**src/rtl/rgs_pkg.sv**
```systemverilog
package rgs_pkg;

    typedef enum logic [4:0] {
        S_IDLE,
        S_DN_W1,
        S_DN_W2,
        S_DN_W3,
        S_DN_W4,
        S_DN_REQ,
        S_DN_ACK,
        S_UP_ACK,
        S_UP_CLK,
        S_UP_W1,
        S_UP_W2,
        S_UP_W3,
        S_UP_REL,
        S_UP_RESTORE,
        S_UP_W4,
        S_UP_W5,
        S_RB_ACK
    } seq_state_e;

    typedef struct packed {
        seq_state_e st;
        logic       busy;
        logic       done;
        logic       err;
        logic       rail_up;
        logic       first;
        logic       flush_req;
        logic       flush_done;
        logic       clamp;
        logic       part_rst;
        logic       gate_clk;
        logic       ref_clk;
        logic       tsens;
        logic       on_req;
        logic       off_req;
    } seq_regs_t;

endpackage

```
**src/rtl/rgs_wait_timer.sv**
```systemverilog
module rgs_wait_timer #(
    parameter int unsigned WAIT_CYC = 10
) (
    input  logic clk,
    input  logic rst_n,
    input  logic start,
    output logic expired
);
    localparam int unsigned CNT_W = (WAIT_CYC < 2) ? 1 : $clog2(WAIT_CYC);
    localparam logic [CNT_W-1:0] LOAD_VAL = CNT_W'(WAIT_CYC - 1);

    logic [CNT_W-1:0] cnt_d, cnt_q;

    always_comb begin
        cnt_d = cnt_q;
        if (start) begin
            cnt_d = LOAD_VAL;
        end else if (cnt_q != '0) begin
            cnt_d = cnt_q - 1'b1;
        end
    end

    always_ff @(posedge clk or negedge rst_n) begin
        if (!rst_n) begin
            cnt_q <= '0;
        end else begin
            cnt_q <= cnt_d;
        end
    end

    assign expired = (cnt_q == '0);

endmodule

```
**src/rtl/rgs_step_fsm.sv**
```systemverilog
module rgs_step_fsm
    import rgs_pkg::*;
(
    input  logic      clk,
    input  logic      rst_n,
    input  logic      gate_req,
    input  logic      ungate_req,
    input  logic      rail_ack,
    input  logic      rail_fail,
    input  logic      clk_en_fail,
    input  logic      tmr_expired,
    output logic      tmr_start,
    output seq_regs_t regs
);
    seq_regs_t d, q;

    always_comb begin
        d            = q;
        d.done       = 1'b0;
        d.flush_done = 1'b0;
        tmr_start    = 1'b0;
        unique case (q.st)
            S_IDLE: begin
                if (gate_req) begin
                    d.err = 1'b0;
                    if (q.rail_up) begin
                        d.busy      = 1'b1;
                        d.flush_req = 1'b1;
                        tmr_start   = 1'b1;
                        d.st        = S_DN_W1;
                    end else begin
                        d.done = 1'b1;
                    end
                end else if (ungate_req) begin
                    d.err = 1'b0;
                    if (!q.rail_up) begin
                        d.busy   = 1'b1;
                        d.on_req = 1'b1;
                        d.st     = S_UP_ACK;
                    end else begin
                        d.done = 1'b1;
                    end
                end
            end
            S_DN_W1: begin
                if (tmr_expired) begin
                    d.clamp   = 1'b1;
                    tmr_start = 1'b1;
                    d.st      = S_DN_W2;
                end
            end
            S_DN_W2: begin
                if (tmr_expired) begin
                    d.part_rst = 1'b1;
                    tmr_start  = 1'b1;
                    d.st       = S_DN_W3;
                end
            end
            S_DN_W3: begin
                if (tmr_expired) begin
                    d.gate_clk = 1'b0;
                    d.ref_clk  = 1'b0;
                    tmr_start  = 1'b1;
                    d.st       = S_DN_W4;
                end
            end
            S_DN_W4: begin
                if (tmr_expired) begin
                    d.tsens = 1'b1;
                    d.st    = S_DN_REQ;
                end
            end
            S_DN_REQ: begin
                d.off_req = 1'b1;
                d.st      = S_DN_ACK;
            end
            S_DN_ACK: begin
                if (rail_ack) begin
                    d.off_req = 1'b0;
                    d.rail_up = rail_fail;
                    d.err     = rail_fail;
                    d.busy    = 1'b0;
                    d.done    = 1'b1;
                    d.st      = S_IDLE;
                end
            end
            S_UP_ACK: begin
                if (rail_ack) begin
                    d.on_req = 1'b0;
                    if (rail_fail) begin
                        d.err  = 1'b1;
                        d.busy = 1'b0;
                        d.done = 1'b1;
                        d.st   = S_IDLE;
                    end else begin
                        d.rail_up = 1'b1;
                        d.tsens   = 1'b0;
                        d.st      = S_UP_CLK;
                    end
                end
            end
            S_UP_CLK: begin
                if (q.first) begin
                    d.first   = 1'b0;
                    tmr_start = 1'b1;
                    d.st      = S_UP_W1;
                end else if (clk_en_fail) begin
                    d.off_req = 1'b1;
                    d.tsens   = 1'b1;
                    d.st      = S_RB_ACK;
                end else begin
                    d.gate_clk = 1'b1;
                    d.ref_clk  = 1'b1;
                    tmr_start  = 1'b1;
                    d.st       = S_UP_W1;
                end
            end
            S_UP_W1: begin
                if (tmr_expired) begin
                    d.part_rst = 1'b1;
                    tmr_start  = 1'b1;
                    d.st       = S_UP_W2;
                end
            end
            S_UP_W2: begin
                if (tmr_expired) begin
                    d.clamp   = 1'b0;
                    tmr_start = 1'b1;
                    d.st      = S_UP_W3;
                end
            end
            S_UP_W3: begin
                if (tmr_expired) begin
                    d.gate_clk = 1'b0;
                    d.st       = S_UP_REL;
                end
            end
            S_UP_REL: begin
                d.part_rst = 1'b0;
                d.st       = S_UP_RESTORE;
            end
            S_UP_RESTORE: begin
                d.gate_clk  = 1'b1;
                d.flush_req = 1'b1;
                tmr_start   = 1'b1;
                d.st        = S_UP_W4;
            end
            S_UP_W4: begin
                if (tmr_expired) begin
                    d.flush_req  = 1'b0;
                    d.flush_done = 1'b1;
                    tmr_start    = 1'b1;
                    d.st         = S_UP_W5;
                end
            end
            S_UP_W5: begin
                if (tmr_expired) begin
                    d.busy = 1'b0;
                    d.done = 1'b1;
                    d.st   = S_IDLE;
                end
            end
            S_RB_ACK: begin
                if (rail_ack) begin
                    d.off_req = 1'b0;
                    d.rail_up = rail_fail;
                    d.err     = 1'b1;
                    d.busy    = 1'b0;
                    d.done    = 1'b1;
                    d.st      = S_IDLE;
                end
            end
            default: d.st = S_IDLE;
        endcase
    end

    always_ff @(posedge clk or negedge rst_n) begin
        if (!rst_n) begin
            q.st         <= S_IDLE;
            q.busy       <= 1'b0;
            q.done       <= 1'b0;
            q.err        <= 1'b0;
            q.rail_up    <= 1'b0;
            q.first      <= 1'b1;
            q.flush_req  <= 1'b0;
            q.flush_done <= 1'b0;
            q.clamp      <= 1'b1;
            q.part_rst   <= 1'b1;
            q.gate_clk   <= 1'b0;
            q.ref_clk    <= 1'b0;
            q.tsens      <= 1'b1;
            q.on_req     <= 1'b0;
            q.off_req    <= 1'b0;
        end else begin
            q <= d;
        end
    end

    assign regs = q;

    // isolation only after traffic is held
    p_clamp_after_flush_r2: assert property (@(posedge clk) disable iff (!rst_n)
        $rose(q.clamp) |-> q.flush_req);

    // reset asserted only on an isolated partition
    p_rst_after_clamp_r2: assert property (@(posedge clk) disable iff (!rst_n)
        $rose(q.part_rst) |-> q.clamp);

    // rail goes down only when partition is fully quiesced
    p_off_quiesced_r2: assert property (@(posedge clk) disable iff (!rst_n)
        q.off_req |-> (q.clamp && q.part_rst && q.tsens && !q.gate_clk && !q.ref_clk));

    // power-up request only for a down rail within a sequence
    p_on_when_down_r5: assert property (@(posedge clk) disable iff (!rst_n)
        q.on_req |-> (!q.rail_up && q.busy && !q.off_req));

    // flush-done only after isolation and reset are gone
    p_fdone_released_r5: assert property (@(posedge clk) disable iff (!rst_n)
        q.flush_done |-> (!q.part_rst && !q.clamp));

    // reset release with gate clock stopped, clock back next cycle
    p_release_gated_r9: assert property (@(posedge clk) disable iff (!rst_n)
        $fell(q.part_rst) |-> (!q.gate_clk && !q.clamp));
    p_clock_back_r9: assert property (@(posedge clk) disable iff (!rst_n)
        $fell(q.part_rst) |=> q.gate_clk);

    // done is a single-cycle pulse
    p_done_pulse_r10: assert property (@(posedge clk) disable iff (!rst_n)
        q.done |=> !q.done);

endmodule

```
**src/rtl/rail_gate_seq.sv**
```systemverilog
module rail_gate_seq
    import rgs_pkg::*;
#(
    parameter int unsigned CYC_PER_US = 250,
    parameter int unsigned WAIT_US    = 10,
    parameter int unsigned NREF       = 2
) (
    input  logic            clk,
    input  logic            rst_n,
    input  logic            gate_req,
    input  logic            ungate_req,
    input  logic            rail_ack,
    input  logic            rail_fail,
    input  logic            clk_en_fail,
    output logic            rail_up,
    output logic            busy,
    output logic            done,
    output logic            err,
    output logic            flush_req,
    output logic            flush_done,
    output logic            clamp,
    output logic            part_rst,
    output logic            gate_clk_en,
    output logic [NREF-1:0] ref_clk_en,
    output logic            tsens_inval,
    output logic            rail_on_req,
    output logic            rail_off_req
);
    localparam int unsigned WAIT_CYC = CYC_PER_US * WAIT_US;

    logic      tmr_start;
    logic      tmr_expired;
    seq_regs_t regs;

    rgs_wait_timer #(
        .WAIT_CYC (WAIT_CYC)
    ) u_timer (
        .clk     (clk),
        .rst_n   (rst_n),
        .start   (tmr_start),
        .expired (tmr_expired)
    );

    rgs_step_fsm u_fsm (
        .clk         (clk),
        .rst_n       (rst_n),
        .gate_req    (gate_req),
        .ungate_req  (ungate_req),
        .rail_ack    (rail_ack),
        .rail_fail   (rail_fail),
        .clk_en_fail (clk_en_fail),
        .tmr_expired (tmr_expired),
        .tmr_start   (tmr_start),
        .regs        (regs)
    );

    for (genvar i = 0; i < NREF; i++) begin : g_ref
        assign ref_clk_en[i] = regs.ref_clk;
    end

    assign rail_up      = regs.rail_up;
    assign busy         = regs.busy;
    assign done         = regs.done;
    assign err          = regs.err;
    assign flush_req    = regs.flush_req;
    assign flush_done   = regs.flush_done;
    assign clamp        = regs.clamp;
    assign part_rst     = regs.part_rst;
    assign gate_clk_en  = regs.gate_clk;
    assign tsens_inval  = regs.tsens;
    assign rail_on_req  = regs.on_req;
    assign rail_off_req = regs.off_req;

endmodule

```
**config.mk**
```make
export PLATFORM = sky130hd
export DESIGN_NAME = rail_gate_seq
export DESIGN_NICKNAME = d
export VERILOG_FILES = /design/src/rtl/rgs_pkg.sv /design/src/rtl/rgs_wait_timer.sv /design/src/rtl/rgs_step_fsm.sv /design/src/rtl/rail_gate_seq.sv
export SDC_FILE = /design/constraint.sdc
export NUM_CORES = 1
export LEC_CHECK = 0
export BUFFER_PORTS_ARGS = -buffer_cell sky130_fd_sc_hd__buf_2
export CAP_MARGIN = 5
export CORE_UTILIZATION = 58
export DETAILED_ROUTE_END_ITERATION = 8
export GPL_TIMING_DRIVEN = 0
export PLACE_DENSITY = 0.76
export SYNTH_ARGS = -nofsm -noshare
export SYNTH_HDL_FRONTEND = slang
export SYNTH_SLANG_ARGS = --single-unit
```
**constraint.sdc**
```tcl
create_clock -name clk -period 2.9 [get_ports clk]
set_input_delay 0.29 -clock clk [delete_from_list [all_inputs] [get_ports clk]]
set_output_delay 0.29 -clock clk [all_outputs]
set_load 0.005 [all_outputs]
```
Yosys cells after proc, flatten, opt, wreduce, memory -nomap -nowiden
Index checks and enable logic that the tools add are counted.

word-level totals
  input bits = 7
  bits in registers = 31
  logic and storage cells = 149

cells by class
  mux-type cells = 59
  reductions and logical operators = 30
  add/subtract/negate cells = 1
  equality and inequality tests = 43

operators with widths
  operator               count
  $pmux 5 s17            1
  $mux 5                 10
  $ne 2x2->1 const B     21
  $eq 5x4->1 const B     8
  $mux 9                 3
  $mux 12                2
  $eq 5x3->1 const B     4
  $mux 1                 19
  $mux 8                 2
  $reduce_and 15->1      1
  $reduce_and 5->1       3
  $logic_not 12->1       1
  $mux 6                 2
  $pmux 1 s3             4
  $pmux 1 s4             3
  $reduce_and 4->1       3
  $reduce_and 6->1       2
  $reduce_bool 12->1     1
  $reduce_bool 3->1      4
  $sub 12x1->12 const B  1
  $eq 5x2->1 const B     2
  $pmux 2 s5             1
  $reduce_bool 2->1      5
  $reduce_and 9->1       1
  other kinds (17)       29

Logic depth before layout (Yosys ltp)
  depth after elaboration = 4
  mapped depth = 10
  gate-level depth less buffers = 7

Cells and area by module
From an unflattened synthesis, not the netlist that was laid out.

unflattened totals
  cell total of the unflattened synthesis = 220
  area total of the unflattened synthesis = 1983.2 µm²

by module, submodules not included
  module          area each (µm²)  times used  seq. area each (µm²)  cells each
  rgs_step_fsm    1293.7           1           480.5                 148
  rgs_wait_timer  681.9            1           300.3                 71
  rail_gate_seq   7.5              1           0.0                   1

Worst setup path before layout
Ideal clock, no wire load.

  path type = register to register
  start = register u_timer.cnt_q[1]
  end = register u_fsm.q, in the netlist u_fsm.regs[14]
  clock period less this slack = 2.039 ns
  setup slack = 0.861 ns
  buffers on the path = 2
  library setup time = 0.128 ns
  arrival = 1.911 ns
  cell stages (with the launch flop) = 9
  path through = dfrtp_1 -> clkbuf_1 -> inv_1 -> ha_1 -> nand2b_1 -> and4bb_1 -> buf_4 -> o31a_2 -> mux2_1

between the ends
  cells in the longest elaborated chain, start to end = 3
  elaborated cells on any way between the ends = 11
  those cells by class = 9 x eq/ne; 2 x reduce/logical

RTL lines
  what                                    line                  text
  start, declared                         rgs_wait_timer.sv:12  logic [CNT_W-1:0] cnt_d, cnt_q;
  start signal, assigned                  rgs_wait_timer.sv:27  cnt_q <= cnt_d;
  $logic_not 12->1 (*)                    rgs_wait_timer.sv:31  assign expired = (cnt_q == '0);
  $ne 2x2->1 (no source line)             n/a
  $reduce_and 15->1 (no source line) (*)  n/a
  end, declared                           rgs_step_fsm.sv:15    seq_regs_t d, q;

Mark *: on every way between the ends. The rest lies on a longest branch, timed or not.
A chain may end at the register's enable or synchronous reset.

Final worst setup path
  start = register u_timer.cnt_q[1]
  end = register u_fsm.q, in the netlist u_fsm.regs[15]

Same word-level chain as after synthesis.

==> impl_metrics.tcl <==
set metrics [dict create \
    hold_class "input port to register" \
    detail_route.vias_per_cell 5.953 \
    finish.net_count 263 \
    cts.htree.levels 2 \
    power_density_nw_per_um2 986.2 \
    timing.rr.end "u_fsm.regs[15]" \
    clock_tree.buffer_depth 2 \
    final_antenna_net_count 0 \
    synth_top_cell_by_area "dfrtp_1" \
    cp-endpoint "u_fsm.regs[15]" \
    critical_path.cell_chain "clkbuf_1 > inv_1 > ha_1 > nand2b_1 > nand4bb_1 > a221oi_1 > o31a_2 > mux2_1" \
    number_of_buffers_created_by_cts 5 \
    ff2ff_setup_slack_ns 0.49 \
    worst_ep_required_time_ns 3.12 \
    power.leakage_uw 0.0009125 \
    regToRegStartpoint "u_timer.cnt_q[1]" \
    die_w_um 60.97 \
    synth_async_sr_flop_share_pct 100.0 \
    initial_core_util_pct 60.44 \
    syn-cell-area_um2 2017 \
    largest_net_degree_at_the_start_of_global_routing 32 \
    synth.area.top_cells "dfrtp_1 33%, dfstp_2 5.2%, nor2_1 5.0%, a21oi_1 4.2%, nand2b_1 3.1%" \
    clock_latency_ns 0.34 \
    period_share_pct 83.27 \
    grt_pass1_vias 1498 \
    ys_types 55 \
    fp.dieH_um 60.97 \
    final_cell_mix "27 x nor2_1, 27 x dfrtp_1, 21 x buf_2" \
    drt-initial-drc-count 127 \
    clkSlewWorstSetupHoldPaths_ns 0.11 \
    critPathCaptureType "register" \
    cts_tree "done" \
    grt_remaining_overflow 0 \
    route.final.wire_length_um 4607 \
    peakVddDrop_uv 473.8 \
    numPortBuffers 18 \
    fp.coreArea_um2 3337 \
    n_antenna_cell 0 \
    post_layout_nonfiller_instances 301 \
    syn-num-nets 237 \
    timing.critical_path.from_type "register" \
    synth_flop_cell "dfrtp_1" \
    routed-via-count 1792 \
    ffs_latches_synth 31 \
    overall_power_consumption_uw 2230 \
    dp_cells 292 \
    antenna_found_initial 0 \
    area_growth_from_synthesis_to_layout_pct 12.10 \
    design.die.area_um2 3717 \
    peak_fanout_along_the_critical_path 8 \
    slew_headroom_pct 56.35 \
    worstPathArrival_ns 2.63 \
    count_of_flip_flops_with_a_built_in_enable_after_synthesis 0 \
    crit_path_top_delay_cell "a221oi_1" \
    place_congestion 0.9010 \
    number_of_primary_i_o_pins 21 \
    postSynthCellCount 228 \
    tightestPinTransition_ns 0.6548 \
    rsz0062_at_grt "false" \
    post_route_cells_drive_above_1_share_pct 17.25 \
    avgSynthCellArea_um2 8.846 \
    clock.fmax_mhz 414.1 \
    finalHoldViolCount 0 \
    synth.yosys.seq_area_share_pct 38.71 \
    count_of_synthesis_stage_warnings_from_yosys 0 \
    grt_usage_pct 28.11 \
    hpwlAfterDp_um 3291 \
    ff2ff_path_depth 8 \
    drt-pass1-iter-count 4 \
    std_cell_rows 21 \
    wire_per_inst_um 15.31 \
    grt_first_pass_wirelength_um 7383 \
    max-cap-violations 0 \
    setup.worst_path.start "u_timer.cnt_q[1]" \
    run_status "finished, final reports clean" \
    post-route-min-period_ns 2.415 \
    remaining_drc_errors 0 \
    timing_max_transition_violations_final 0 \
    setup.worst_path.class "register to register" \
    setup_total_negative_slack_ns 0 \
    finClkSkew_ns 0.01480 \
    finalSetupViolCount 0 \
    worst_path_largest_cell_delay_ns 0.44 \
    ctsResizeCount 0 \
    tritoncts_num_sinks 31 \
    synth_top_area_share_pct 33.50 \
    clk_root_buffer_cell "clkbuf_4" \
]
==> synth_stat cells (3+ instances only) <==
| cell | n |
|---|---|
| nor2b_1 | 4 |
| nand2_1 | 12 |
| o211ai_1 | 4 |
| mux2_1 | 5 |
| nand2b_1 | 10 |
| a31oi_1 | 4 |
| nor3_1 | 12 |
| o21ai_0 | 4 |
| buf_2 | 3 |
| inv_1 | 5 |
| dfrtp_1 | 27 |
| buf_4 | 3 |
| nor2_1 | 27 |
| xnor2_1 | 6 |
| dfstp_2 | 4 |
| nor3b_1 | 3 |
| nor4_1 | 5 |
| o21ai_1 | 4 |
| clkbuf_1 | 13 |
| or2_1 | 3 |
| o31ai_1 | 4 |
| nand3_1 | 3 |
| a21oi_1 | 17 |
==> registers in the layout (all words and copies together) (netlist names) <==
name,cells
u_fsm.regs,19
u_timer.cnt_q,12
==> stage by stage <==
stage	utilization, %	area [um^2]	worst slack [ns]	hold slack, ns
global route	67.75	2261	0.2543	0.3113
CTS	67.75	2261	0.4863	0.2933
finish	67.75	2261	0.4851	0.3020
floorplan	-	2017	0.8611	-0.005591
detailed placement	64.87	2165	0.4851	0.3690
global placement	64.87	2165	0.5343	0.3670
==> how the worst min path moves through the flow <==
stage | startpoint | endpoint | slack (ns) | cells after the start
6_report | clk_en_fail | u_fsm.regs[3] | 0.30 | 4
5_1_grt | clk_en_fail | u_fsm.regs[3] | 0.31 | 4
4_1_cts | clk_en_fail | u_fsm.regs[3] | 0.29 | 4
3_5_place_dp | rst_n | u_fsm.regs[10] | 0.37 | 1
3_3_place_gp | rst_n | u_fsm.regs[10] | 0.37 | 1
2_1_floorplan | rst_n | u_fsm.regs[0] | -0.006 | 0
==> logic make-up after synthesis <==
| kind of cell | share of synthesized area, % |
|---|---|
| flops | 38.71 |
| fa+ha+maj | 1.240 |
| simple gates | 26.05 |
| xor+xnor | 3.474 |
| buf+inv | 5.583 |
| mux | 3.846 |
| compound gates | 21.09 |
==> area by class of cell <==
| type | count | area [um^2] |
|---|---|---|
| tap | 46 | 57.56 |
| fill | 292 | 1076 |
| inverter | 5 | 18.77 |
| clock inverter | 2 | 35.03 |
| clock buffer | 6 | 51.30 |
| multi-input combinational | 171 | 1124 |
| sequential | 31 | 780.7 |
| timing repair buffer | 19 | 100.1 |
| buffer | 21 | 93.84 |
==> critical path, delay by kind of cell, from the launching register on <==
kind / cells / cell delay [ns]
muxes: 1 / 0.33
and+or+nand+nor: 2 / 0.38
adders and majority gates: 1 / 0.16
AOI/OAI and AO/OA: 2 / 0.73
DFF: 1 / 0.37
buffers and inverters: 2 / 0.32
==> what timing repair did <==
item | CTS | global route
hold endpoints to repair | 5 | 0
setup buffers | 0 | 0
hold buffers | 1 | 0
==> report_power, final <==
| group | leakage [uW] | internal, uW | switching (uW) |
|---|---|---|---|
| clock | 0.0000482 | 204 | 157 |
| combinational | 0.000501 | 487 | 685 |
| sequential | 0.000363 | 574 | 122 |
| total | 0.000913 | 1270 | 965 |
==> per-layer routing <==
layer	vias to the layer above	wire, um	track usage [%]
li1	876	-	-
met1	840	2201	42.53
met2	66	2039	38.93
met3	10	307	7.249
met4	0	59	8.766
met5	-	0	0
(Power assumes the default switching activity.)
